### src/rtl/vram_rd_pkg.sv
package vram_rd_pkg;

    // Control register fields as stored (bit 7, bits 3:2, bits 1:0 of the written byte)
    typedef struct packed {
        logic       adv_on_hi;
        logic [1:0] remap;
        logic [1:0] step_sel;
    } vrd_ctrl_t;

    localparam int CTRL_BYTE_W  = 8;
    localparam int CTRL_ADV_BIT = 7;

    function automatic vrd_ctrl_t unpack_ctrl(input logic [CTRL_BYTE_W-1:0] raw);
        vrd_ctrl_t c;
        c.adv_on_hi = raw[CTRL_ADV_BIT];
        c.remap     = raw[3:2];
        c.step_sel  = raw[1:0];
        return c;
    endfunction

endpackage

### src/rtl/vram_rd_step.sv
module vram_rd_step #(
    parameter int ADDR_W   = 15,
    parameter int STEP_MID = 32,
    parameter int STEP_BIG = 128
) (
    input  logic [1:0]        step_sel,
    output logic [ADDR_W-1:0] step
);
    localparam logic [ADDR_W-1:0] STEP_ONE_C = ADDR_W'(1);
    localparam logic [ADDR_W-1:0] STEP_MID_C = ADDR_W'(STEP_MID);
    localparam logic [ADDR_W-1:0] STEP_BIG_C = ADDR_W'(STEP_BIG);

    always_comb begin
        unique case (step_sel)
            2'd0:    step = STEP_ONE_C;
            2'd1:    step = STEP_MID_C;
            default: step = STEP_BIG_C;
        endcase
    end
endmodule

### src/rtl/vram_rd_prefetch.sv
module vram_rd_prefetch #(
    parameter int DATA_W = 8
) (
    input  logic              clk,
    input  logic              rst_n,
    input  logic              fetch,
    input  logic [DATA_W-1:0] mem_rdata,
    output logic [DATA_W-1:0] rd_data,
    output logic              rd_valid
);
    typedef struct packed {
        logic [DATA_W-1:0] pbuf;
        logic              pending;
        logic [DATA_W-1:0] out;
        logic              valid;
    } pf_state_t;

    pf_state_t st_d, st_q;
    logic [DATA_W-1:0] cur_byte;

    always_comb begin
        // a fetch still landing from the RAM is the freshest prefetch
        cur_byte     = st_q.pending ? mem_rdata : st_q.pbuf;
        st_d         = st_q;
        st_d.pbuf    = cur_byte;
        st_d.pending = fetch;
        st_d.valid   = fetch;
        if (fetch) st_d.out = cur_byte;
    end

    always_ff @(posedge clk) begin
        if (!rst_n) st_q <= '0;
        else        st_q <= st_d;
    end

    assign rd_data  = st_q.out;
    assign rd_valid = st_q.valid;

    assert_buf_refill_R9: assert property (@(posedge clk) disable iff (!rst_n)
        st_q.pending |=> (st_q.pbuf == $past(mem_rdata)));

    assert_valid_pulse_R11: assert property (@(posedge clk) disable iff (!rst_n)
        fetch |=> rd_valid);

    assert_valid_idle_R11: assert property (@(posedge clk) disable iff (!rst_n)
        !fetch |=> !rd_valid);
endmodule

### src/rtl/vram_rd_port.sv
module vram_rd_port
    import vram_rd_pkg::*;
#(
    parameter int ADDR_W   = 15,
    parameter int DATA_W   = 8,
    parameter int STEP_MID = 32,
    parameter int STEP_BIG = 128
) (
    input  logic              clk,
    input  logic              rst_n,
    input  logic              addr_wr,
    input  logic [ADDR_W-1:0] addr_wr_data,
    input  logic              ctrl_wr,
    input  logic [7:0]        ctrl_wr_data,
    input  logic              rd_lo,
    input  logic              rd_hi,
    output logic [DATA_W-1:0] rd_data,
    output logic              rd_valid,
    output logic              mem_rd_en,
    output logic [ADDR_W:0]   mem_addr,
    input  logic [DATA_W-1:0] mem_rdata
);
    typedef struct packed {
        logic [ADDR_W-1:0] waddr;
        vrd_ctrl_t         ctrl;
    } port_state_t;

    port_state_t       st_d, st_q;
    logic [ADDR_W-1:0] step;
    logic [ADDR_W-1:0] eff_addr;
    logic              fetch;
    logic              sel_hi;
    logic              advance;
    logic              unused_bits;

    vram_rd_step #(
        .ADDR_W  (ADDR_W),
        .STEP_MID(STEP_MID),
        .STEP_BIG(STEP_BIG)
    ) i_step (
        .step_sel(st_q.ctrl.step_sel),
        .step    (step)
    );

    always_comb begin
        fetch    = rd_lo | rd_hi;
        sel_hi   = rd_hi & ~rd_lo;
        eff_addr = addr_wr ? addr_wr_data : st_q.waddr;
        advance  = fetch & (sel_hi == st_q.ctrl.adv_on_hi);

        st_d       = st_q;
        st_d.waddr = advance ? (eff_addr + step) : eff_addr;
        if (ctrl_wr) st_d.ctrl = unpack_ctrl(ctrl_wr_data);
    end

    always_ff @(posedge clk) begin
        if (!rst_n) st_q <= '0;
        else        st_q <= st_d;
    end

    assign mem_rd_en   = fetch;
    assign mem_addr    = {eff_addr, sel_hi};
    assign unused_bits = ^{ctrl_wr_data[6:4], st_q.ctrl.remap};

    vram_rd_prefetch #(
        .DATA_W(DATA_W)
    ) i_prefetch (
        .clk      (clk),
        .rst_n    (rst_n),
        .fetch    (fetch),
        .mem_rdata(mem_rdata),
        .rd_data  (rd_data),
        .rd_valid (rd_valid)
    );

    assert_addr_hold_R4: assert property (@(posedge clk) disable iff (!rst_n)
        (!rd_lo && !rd_hi && !addr_wr) |=> $stable(st_q.waddr));

    assert_new_addr_R8: assert property (@(posedge clk) disable iff (!rst_n)
        (addr_wr && mem_rd_en) |-> (mem_addr[ADDR_W:1] == addr_wr_data));

    assert_dual_is_low_R10: assert property (@(posedge clk) disable iff (!rst_n)
        (rd_lo && rd_hi) |-> !mem_addr[0]);

    assert_no_idle_fetch_R11: assert property (@(posedge clk) disable iff (!rst_n)
        !(rd_lo || rd_hi) |-> !mem_rd_en);
endmodule

### config.mk
export PLATFORM = sky130hd
export DESIGN_NAME = vram_rd_port
export DESIGN_NICKNAME = d
export VERILOG_FILES = /design/src/rtl/vram_rd_pkg.sv /design/src/rtl/vram_rd_step.sv /design/src/rtl/vram_rd_prefetch.sv /design/src/rtl/vram_rd_port.sv
export SDC_FILE = /design/constraint.sdc
export NUM_CORES = 1
export LEC_CHECK = 0
export ABC_AREA = 1
export BUFFER_PORTS_ARGS = -buffer_cell sky130_fd_sc_hd__buf_2
export CORE_MARGIN = 1.5
export CORE_UTILIZATION = 46
export CTS_CLUSTER_SIZE = 40
export DETAILED_ROUTE_END_ITERATION = 8
export GPL_TIMING_DRIVEN = 0
export PLACE_DENSITY_LB_ADDON = 0.2
export SYNTH_ARGS = -nofsm -noshare
export SYNTH_HDL_FRONTEND = slang
export SYNTH_SLANG_ARGS = --single-unit
### constraint.sdc
create_clock -name clk -period 1.5 [get_ports clk]
set_input_delay 0.075 -clock clk [delete_from_list [all_inputs] [get_ports clk]]
set_output_delay 0.075 -clock clk [all_outputs]
set_load 0.1 [all_outputs]
==> qor.yml, run 1 <==
status: "finished clean"
maxCapViolations: 0
cts.clk_slew.worst_paths_ns: 0.08
p_total_w: 0.00274
grt_pass1_vias: 1744
first_pass_iters: 4
yosysTopAreaCellShare_pct: 35.6
p_leak_nw: 1.33
cp-end-kind: "register"
ys.flop_type: "dfxtp_1"
syn_to_final_growth_pct: 42.0
hp-class: "primary input to register"
max_slew_margin_pct: 66.5
finalClockSkew_ns: 0.00509
grt_usage_pct: 22.4
ir_drop_mv: 0.804
grt_max_degree: 13
postSynthAreaPerCell_um2: 6.97
synth.distinct_cells: 31
core_area_um2: 4060
n_fill_cell: 354
timing.fmax_mhz: 673
cp.arrival_ns: 1.69
rsz0062_at_grt: "yes"
yosysMostFrequentCell: "nand2_1"
drt_iter0_drc: 121
synthesis.area_um2: 1970
clock-sinks: 35
synthTopCellsByCount: "nand2_1, nor2_1, dfxtp_1, inv_1, a21oi_1"
synthXorXnorAreaFrac_pct: 0
worstMarginPinSlew_ns: 0.502
place.port_buffers: 57
synthCells: 282
synth-simple-area-share_pct: 33.1
placed_area_um2: 2530
die_h_um: 68.4
synth-seq-area-share_pct: 35.6
final_area_um2: 2790
route.detailed.drc: 0
synth_mux_area_share_pct: 4.07
initial_core_util_pct: 48.4
cp_max_fo: 5
cts_hold_buf: 0
syn_nets: 323
layout_min_cycle_time_ns: 1.49
fin_tns_setup_ns: 0
synthTopCellsByArea: "dfxtp_1, nand2_1, nor2_1, a21oi_1, inv_1"
antenna_found_initial: 0
drv_slew: 0
clk_latency_ns: 0.30
cts_tree: "done"
ant_nets: 0
hold_viol_final: 0
fin_crit_sh_pct: 99.1
ys_ff_latch: 35
rows: 23
diodes: 0
die_area_um2: 4670
required_ns: 1.70
path_class: "register to register"
nNetsFinal: 393
die_x_um: 68.4
postSynth.asyncResetShare_pct: 0
synth_top_area_cell: "dfxtp_1"
gp_congestion: 0.827
cp-start-kind: "register"
via_count: 1968
setup_viol: 0
whs_ns: 0.00276
hpwl_um: 3530
drt-total-wl_um: 4820
synth-compound-area-share_pct: 12.5
yosys_warnings: 0
clockRootBuffer: "clkbuf_8"
grt-ovfl-total: 0
synth_fa_ha_area_share_pct: 2.55
drive_gt1_share_pct: 45.9
cts-buffers-inserted: 5
htreeDepth: 2
p_per_area_nw_per_um2: 981
grt_pass1_wl_um: 7690
wl_per_cell_um: 12.0
viasPerCell: 4.88
synth-edff-count: 0
synth_top_family_by_area: "simple AND/OR/NAND/NOR gates"
cts_buffer_depth: 2
ios: 63
-- timing repair --
item	CTS	global route
setup endpoints to repair	5	10
endpoints found under the hold margin	0	0
resized for setup	13	25
pin swaps	16	18
setup buffers	4	2
-- final cells by class --
class	count	area, um2	area share, %
clock buffers	5	68.8	2.47
flip-flops and latches	35	712	25.5
well taps	50	62.6	2.24
plain buffers	20	169	6.05
repair buffers	63	334	12.0
clock inverters	3	20.0	0.717
multi-input cells	199	1320	47.2
inverters	28	108	3.85
-- through the flow --
step	setup WS, ns	instances	util (%)
2_1_floorplan	-0.167	282	-
5_1_grt	-0.122	403	68.8
4_1_cts	-0.00959	401	66.4
6_report	0.0133	403	68.8
3_3_place_gp	-0.305	389	62.3
3_5_place_dp	-0.349	389	62.3
-- per-layer routing --
layer | global-route usage, % | up-vias | wire, um
met4 | 8.25 | 0 | 79
met2 | 35.9 | 50 | 2340
met5 | 0 | - | 0
met1 | 27.8 | 883 | 2090
li1 | - | 1028 | -
met3 | 7.24 | 7 | 301
-- worst max-delay path, stage by stage (launching register included) --
cell	delay, ns
dfxtp_4	0.37
nor2_4	0.11
ha_4	0.15
ha_4	0.14
nand3_4	0.06
nor2_4	0.14
nand2_2	0.08
nand2_4	0.10
nand3_4	0.08
nor2_2	0.11
nor2_1	0.05
-- power by group --
| group | internal [W] | total, W | leakage (nW) | switching, W |
|---|---|---|---|---|
| logic | 0.000282 | 0.00101 | 0.999 | 0.000727 |
| registers | 0.000998 | 0.00103 | 0.292 | 0.0000321 |
| clock network | 0.000323 | 0.000700 | 0.0402 | 0.000377 |
| total | 0.00160 | 0.00274 | 1.33 | 0.00114 |
-- registers in the layout, indices dropped and copies added (netlist names) --
signal and flops:
i_prefetch.st_q 8, st_q 18, i_prefetch.rd_valid 1, i_prefetch.rd_data 8
-- path summary, 6_finish.rpt --
kind | from | cells past startpoint | end | slack, ns
max reg2reg | st_q[1] | 10 | st_q[15] | 0.01
min | ctrl_wr_data[7] | 3 | st_q[4] | 0.003
max | st_q[1] | 10 | st_q[15] | 0.01
min reg2reg | st_q[0] | 2 | st_q[0] | 0.49
-- placed cells by master (no fill, tap or decap), types with 3 or more instances in the layout --
| cell type | instances |
|---|---|
| a21oi_1 | 19 |
| buf_2 | 59 |
| buf_4 | 14 |
| buf_6 | 3 |
| clkbuf_8 | 5 |
| dfxtp_1 | 28 |
| dfxtp_2 | 6 |
| ha_4 | 4 |
| inv_1 | 22 |
| inv_2 | 4 |
| mux2i_1 | 8 |
| nand2_1 | 42 |
| nand2_2 | 18 |
| nand2_4 | 12 |
| nand2_8 | 3 |
| nand3_1 | 5 |
| nand3_2 | 5 |
| nand3_4 | 3 |
| nor2_1 | 36 |
| nor2_2 | 5 |
| nor2_4 | 5 |
| o21ai_0 | 16 |
| o21ai_1 | 4 |
| o21ai_4 | 3 |
-- logic make-up (layout without fill, tap and decap cells) --
kind of cell    Yosys count  count (layout)
simple gates            141             141
flops                    35              35
fa+ha+maj                 4               4
mux                       8               8
compound gates           46              46
buf+inv                  48             119
Note: power is estimated with default switching activity, not from simulation.
==> run 2: changes to the inputs <==
--- a/config.mk
+++ b/config.mk
@@ -5,10 +5,10 @@
 export SDC_FILE = /design/constraint.sdc
 export NUM_CORES = 1
 export LEC_CHECK = 0
-export ABC_AREA = 1
+export ABC_AREA = 0
 export BUFFER_PORTS_ARGS = -buffer_cell sky130_fd_sc_hd__buf_2
 export CORE_MARGIN = 1.5
-export CORE_UTILIZATION = 46
+export CORE_UTILIZATION = 45
 export CTS_CLUSTER_SIZE = 40
 export DETAILED_ROUTE_END_ITERATION = 8
 export GPL_TIMING_DRIVEN = 0
==> qor.yml, run 2 <==
status: "finished, violations left"
failed_checks: "setup timing"
cts_tree: "done"
ys.flop_type: "dfxtp_1"
postSynth.asyncResetShare_pct: 0  # unchanged
clk_latency_ns: 0.29  # about the same
regMostFlops: "st_q"
via_count: 1661  # -16%
sw_frac_of_total_pct: 37.5  # -3.9 points
gp_congestion: 0.812  # -1.8%
route.detailed.drc: 0  # unchanged
clockRootBuffer: "clkbuf_8"
worstMarginPinSlew_ns: 0.549  # +0.0473 ns
p_leak_nw: 1.15  # -14%
max_slew_margin_pct: 63.4  # -3.2 points
hp-class: "primary input to register"
grt-ovfl-total: 0  # unchanged
first_pass_iters: 4  # unchanged
htreeDepth: 2  # unchanged
synthesis.area_um2: 1810  # -8.0%
setup_viol: 9  # +9
core_area_um2: 3770  # -7.1%
whs_ns: 0.0237  # +0.0210 ns
grt_pass1_vias: 1574  # -9.7%
p_clk_share_pct: 29.9  # +4.3 points
placed_area_um2: 2230  # -12%
clock-sinks: 35  # unchanged
rsz0062_at_grt: "yes"
grt_usage_pct: 21.2  # -1.2 points
most-common-layout-cells: "buf_2, dfxtp_1, nor2_1"
ant_nets: 0  # unchanged
synthTopCellsByCount: "dfxtp_1, nor2_1, mux2i_1, nand2_1, a21oi_1"
cts_hold_buf: 0  # unchanged
dpl.cell_count: 304  # -22%
final_area_um2: 2500  # -10%
nNetsFinal: 313  # -20%
drt_iter0_drc: 135  # +12%
die_area_um2: 4410  # -5.7%
grt_pass1_wl_um: 7000  # -9.1%
diodes: 0  # unchanged
synthTopCellsByArea: "dfxtp_1, mux2i_1, nor2_1, mux2_2, a211oi_1"
layout_min_cycle_time_ns: 2.18  # +0.697 ns
reg2regPathDepth: 9  # -1
layout_commonest_cell: "buf_2"
ios: 63  # unchanged
drive_gt1_share_pct: 44.7  # -1.2 points
grt_max_degree: 13  # unchanged
p_total_w: 0.00282  # +2.9%
fin_cells: 321  # -20%
timing.fmax_mhz: 458  # -32%
synth.distinct_cells: 43  # +39%
synthCells: 199  # -29%
cp-end-kind: "register"
drt-total-wl_um: 4490  # -6.9%
ys_ff_latch: 35  # unchanged
p_sw_w: 0.00106  # -6.8%
ir_drop_mv: 0.646  # -20%
antenna_found_initial: 0  # unchanged
place.port_buffers: 57  # unchanged
yosysTopAreaCellShare_pct: 38.8  # +3.1 points
rows: 22  # -4.3%
yosysMostFrequentCell: "dfxtp_1"
cp-start-kind: "register"
yosys_warnings: 0  # unchanged
p_per_area_nw_per_um2: 1130  # +15%
fin_crit_sh_pct: 146  # +46 points
syn_nets: 240  # -26%
cts.clk_slew.worst_paths_ns: 0.07  # about the same
maxCapViolations: 0  # unchanged
cts_buffer_depth: 2  # unchanged
die_h_um: 66.4  # -2.9%
p_int_w: 0.00176  # +9.9%
setup_slack_ns: -0.684  # -0.697 ns
cp.arrival_ns: 2.39  # +0.70 ns
syn_to_final_growth_pct: 38.5
synth-edff-count: 0  # unchanged
synth_top_area_cell: "dfxtp_1"
drv_slew: 0  # unchanged
cp_max_fo: 5  # unchanged
viasPerCell: 5.17  # +6.0%
hpwl_um: 3210  # -9.0%
pre_cts_slack_ns: -1.10  # -0.751 ns
pwr-share-comb_pct: 33.7  # -3.1 points
hold_depth: 3  # unchanged
largest_register_ff_count: 18  # unchanged
die_x_um: 66.4  # -2.9%
hold_viol_final: 0  # unchanged
path_class: "register to register"
cts-buffers-inserted: 5  # unchanged
synth-seq-area-share_pct: 38.8  # +3.1 points
postSynthAreaPerCell_um2: 9.09  # +30%
finalClockSkew_ns: 0.00407  # -0.00102 ns
required_ns: 1.71  # about the same
initial_core_util_pct: 47.9  # -0.50 points
p_seq_share_pct: 36.4  # -1.2 points
wl_per_cell_um: 14.0  # +17%
## run 2: kinds of logic after synthesis
| kind of cell | share of synthesized area (%) |
|---|---|
| and+or+nand+nor | 18.5 |
| AOI/OAI and AO/OA | 14.9 |
| DFF | 38.8 |
| buffers and inverters | 7.96 |
| muxes | 14.6 |
| xor gates and xnor gates | 2.42 |
| adders and majority gates | 2.77 |
## run 2: metal layers
metal	track usage, %	part of all wire (%)
met1	24.6	42
met2	38.1	51
met3	5.28	5.5
met4	5.87	0.71
met5	0	0
## run 2: worst paths after layout
| kind | endpoint | start | slack (ns) |
|---|---|---|---|
| max | st_q[19] | st_q[10] | -0.68 |
| min | st_q[4] | ctrl_wr_data[7] | 0.02 |
| max reg2reg | st_q[19] | st_q[10] | -0.68 |
| min reg2reg | i_prefetch.st_q[10] | i_prefetch.st_q[10] | 0.50 |
## run 2: metrics by stage
stage	util [%]	TNS, ns
after floorplan	-	-6.45
after global placement	59.1	-7.78
after detailed placement	59.1	-8.14
after CTS	64.7	-4.48
after global routing	66.4	-5.77
final	66.4	-5.07
## run 2: cell type report
cell class	instances	area [um2]
sequential	35	702
multi-input combinational	137	1090
inverter	8	30.0
clock inverter	3	43.8
buffer	19	143
fill	322	1270
tap	48	60.1
timing repair buffer	66	365
clock buffer	5	68.8
## run 2: power by group through the flow
stage	Combinational [W]	Clock [W]	Sequential (W)
3_5_place_dp	0.000891	0	0.00105
4_1_cts	0.000925	0.000864	0.00103
6_report	0.000950	0.000843	0.00103
2_1_floorplan	0.000723	0	0.00105
5_1_grt	0.00101	0.000914	0.00103
3_3_place_gp	0.000879	0	0.00104
## run 2: timing repair
action	4_1_cts	5_1_grt
setup buffers	7	2
setup endpoints to repair	10	16
pin swaps	12	4
resized for setup	11	12
## run 2: worst max-delay path: stages, from the launching register on
cell	delay, ns
dfxtp_1	0.30
mux2_4	0.29
ha_4	0.28
buf_4	0.11
buf_6	0.09
nand2_4	0.04
a211oi_4	0.23
o2111ai_4	0.18
or4_1	0.43
a21oi_1	0.17
==> run 3: changes to the inputs <==
--- a/config.mk
+++ b/config.mk
@@ -8,11 +8,12 @@
 export ABC_AREA = 0
 export BUFFER_PORTS_ARGS = -buffer_cell sky130_fd_sc_hd__buf_2
 export CORE_MARGIN = 1.5
-export CORE_UTILIZATION = 45
+export CORE_UTILIZATION = 48
 export CTS_CLUSTER_SIZE = 40
 export DETAILED_ROUTE_END_ITERATION = 8
 export GPL_TIMING_DRIVEN = 0
 export PLACE_DENSITY_LB_ADDON = 0.2
 export SYNTH_ARGS = -nofsm -noshare
 export SYNTH_HDL_FRONTEND = slang
+export SYNTH_HIERARCHICAL = 1
 export SYNTH_SLANG_ARGS = --single-unit
==> qor.yml, run 3 <==
die_x_um: 73.4  # +10%
nNetsFinal: 412  # +32%
min_from: "ctrl_wr_data[7]"
p_clk_share_pct: 20.7  # -9.2 points
worstHoldEndpoint: "st_q[4]"
rows: 25  # +14%
ios: 63  # unchanged
grt_pass1_vias: 2079  # +32%
grt-ovfl-total: 0  # unchanged
fin_crit_sh_pct: 133  # -13 points
wl_per_cell_um: 13.9  # -0.48%
synthesis.area_um2: 2380  # +31%
grt_usage_pct: 22.4  # +1.3 points
most-common-layout-cells: "buf_2, dfxtp_1, buf_4"
synthTopCellsByCount: "dfxtp_1, a21oi_1, buf_4, nand2_1, o21ai_0"
crit_family: "compound AO/OA/AOI/OAI gates"
ir_drop_mv: 0.752  # +16%
hp-class: "primary input to register"
multi_input_area_um2: 1760  # +61%
cp.arrival_ns: 2.17  # -0.22 ns
whs_ns: 0.0179  # -0.00582 ns
synth-seq-area-share_pct: 29.5  # -9.3 points
sw_frac_of_total_pct: 43.6  # +6.0 points
cp-end-kind: "register"
cp-start-kind: "register"
p_per_area_nw_per_um2: 1040  # -7.6%
rsz0062_at_grt: "yes"
hold_depth: 3  # unchanged
required_ns: 1.68  # -0.03 ns
clockRootBuffer: "clkbuf_8"
ant_nets: 0  # unchanged
synthCells: 276  # +39%
ys_ff_latch: 35  # unchanged
timing.fmax_mhz: 501  # +9.5%
yosys_warnings: 6  # +6
diodes: 0  # unchanged
p_leak_nw: 1.52  # +32%
ff_latch_area_um2: 706  # +0.53%
antenna_found_initial: 0  # unchanged
cp_num_buf_inv: 1  # -1
p_seq_share_pct: 30.4  # -6.0 points
slowest_delay_ns: 0.35  # -0.08 ns
grt_max_degree: 14  # +1
ys.flop_type: "dfxtp_1"
r2r-end: "st_q[19]"
hpwl_um: 4100  # +28%
crit_chain: "mux2_4 -> ha_4 -> inv_2 -> fa_2 -> nor2b_4 -> o2111a_1 -> o2111ai_2 -> o211ai_1 -> nand4_1"
cts-buffers-inserted: 5  # unchanged
synth-edff-count: 0  # unchanged
clock-sinks: 35  # unchanged
viasPerCell: 5.31  # +2.7%
maxCapViolations: 0  # unchanged
drt_iter0_drc: 138  # +2.2%
layout_min_cycle_time_ns: 1.99  # -0.189 ns
die_h_um: 73.4  # +10%
place.port_buffers: 56  # -1.8%
setup_slack_ns: -0.494  # +0.189 ns
drt-total-wl_um: 5950  # +33%
die_area_um2: 5380  # +22%
drv_slew: 0  # unchanged
pwr-share-comb_pct: 48.9  # +15 points
hold_viol_final: 0  # unchanged
finalClockSkew_ns: 0.00470  # +0.000633 ns
yosysTopAreaCellShare_pct: 29.5  # -9.3 points
grt_pass1_wl_um: 9340  # +33%
synth_top_area_cell: "dfxtp_1"
layout_commonest_cell: "buf_2"
route.detailed.drc: 0  # unchanged
synthTopCellsByArea: "dfxtp_1, ha_1, buf_4, mux2_2, mux2i_1"
first_pass_iters: 4  # unchanged
cts_tree: "done"
initial_core_util_pct: 50.0  # +2.0 points
n_fill_cell: 382  # +19%
p_sw_w: 0.00151  # +43%
status: "finished, violations left"
via_count: 2274  # +37%
path_class: "register to register"
reg2reg_from: "st_q[5]"
postSynthAreaPerCell_um2: 8.61  # -5.2%
drive_gt1_share_pct: 46.5  # +1.8 points
reg2regPathDepth: 9  # unchanged
largest_register_ff_count: 18  # unchanged
cts_buffer_depth: 2  # unchanged
yosysMostFrequentCell: "dfxtp_1"
cts.clk_slew.worst_paths_ns: 0.08  # about the same
cp_max_fo: 4  # -1
clk_latency_ns: 0.30  # about the same
setup_viol: 13  # +4
gp_congestion: 0.896  # +10%
regMostFlops: "st_q"
p_int_w: 0.00195  # +11%
synth.distinct_cells: 50  # +16%
core_area_um2: 4750  # +26%
slowest_stage: "fa_2"
syn_to_final_growth_pct: 40.1
rrSetupSlack_ns: -0.49  # +0.19 ns
htreeDepth: 2  # unchanged
postSynth.asyncResetShare_pct: 0  # unchanged
post-route-util_pct: 70.0  # +3.6 points
failed_checks: "setup timing"
run 3: cell count changes in the layout (fill, tap and decap cells not counted), sizes merged, moves of 8 or more:
cell / previous run / this run
nor2: 28 / 11
a211oi: 10 / 2
ha: 4 / 14
a21oi: 10 / 23
conb: 0 / 12
o21ai: 2 / 18
nor2b: 3 / 14
buf: 76 / 96
run 3: per-stage QoR:
stage	setup WS [ns]	area [um2]	total power [W]	setup TNS [ns]	cells
floorplan	-0.825	2580	0.00230	-9.23	287
global placement	-0.887	2950	0.00251	-8.30	410
detailed placement	-0.942	2950	0.00253	-8.65	410
CTS	-0.459	3250	0.00338	-5.06	427
global route	-0.571	3330	0.00363	-6.55	428
finish	-0.494	3330	0.00346	-5.45	428
run 3: timing repair:
action,CTS,global route
buffers inserted,11,2
gates resized for setup,35,14
hold buffers,0,0
endpoints found under the setup margin,15,15
pin swaps,25,22
run 3: how the worst max path moves through the flow:
stage          startpoint       end  slack, ns  depth (start not counted)
5_1_grt           st_q[5]  st_q[13]      -0.57                          9
4_1_cts           st_q[5]  st_q[11]      -0.46                          9
6_report          st_q[5]  st_q[19]      -0.49                          9
3_3_place_gp      addr_wr  st_q[18]      -0.89                         10
2_1_floorplan     st_q[6]  st_q[12]      -0.83                          8
3_5_place_dp      addr_wr  st_q[18]      -0.94                         10
run 3: logic make-up after synthesis:
kind of cell	count (synthesis)	synth area share (%)
adder cells (fa/ha/maj)	15	8.21
AO/OA/AOI/OAI	81	22.5
flip-flops	35	29.5
multiplexers	26	11.6
XOR/XNOR	1	0.369
buffers and inverters	40	11.0
AND/OR/NAND/NOR	77	16.6
other	1	0.158
run 3: power by group through the flow:
stage / registers (W) / clock network [W] / logic [W]
after global routing: 0.00106 / 0.000765 / 0.00180
after floorplan: 0.00108 / 0 / 0.00122
final: 0.00105 / 0.000716 / 0.00169
after CTS: 0.00105 / 0.000723 / 0.00161
after detailed placement: 0.00107 / 0 / 0.00146
after global placement: 0.00107 / 0 / 0.00144
run 3: worst register-to-register path, stage by stage, from the launching register on:
cell and delay [ns]:
dfxtp_1 0.31, mux2_4 0.16, ha_4 0.14, inv_2 0.04
fa_2 0.35, nor2b_4 0.19, o2111a_1 0.29, o2111ai_2 0.15
o211ai_1 0.14, nand4_1 0.10
run 3: area by class of cell:
class / instances / area share (%)
clock buffers: 5 / 2.07
repair buffers: 69 / 11.8
plain buffers: 31 / 8.08
multi-input cells: 212 / 52.9
inverters: 6 / 0.789
clock inverters: 3 / 0.602
flip-flops and latches: 35 / 21.2
well taps: 67 / 2.52
run 3: layer usage:
layer | vias to the layer above | wire (um) | global-route usage [%]
li1 | 1138 | - | -
met1 | 1058 | 2630 | 29.0
met2 | 70 | 2960 | 36.4
met3 | 8 | 292 | 5.49
met4 | 0 | 74 | 7.82
met5 | - | 0 | 0
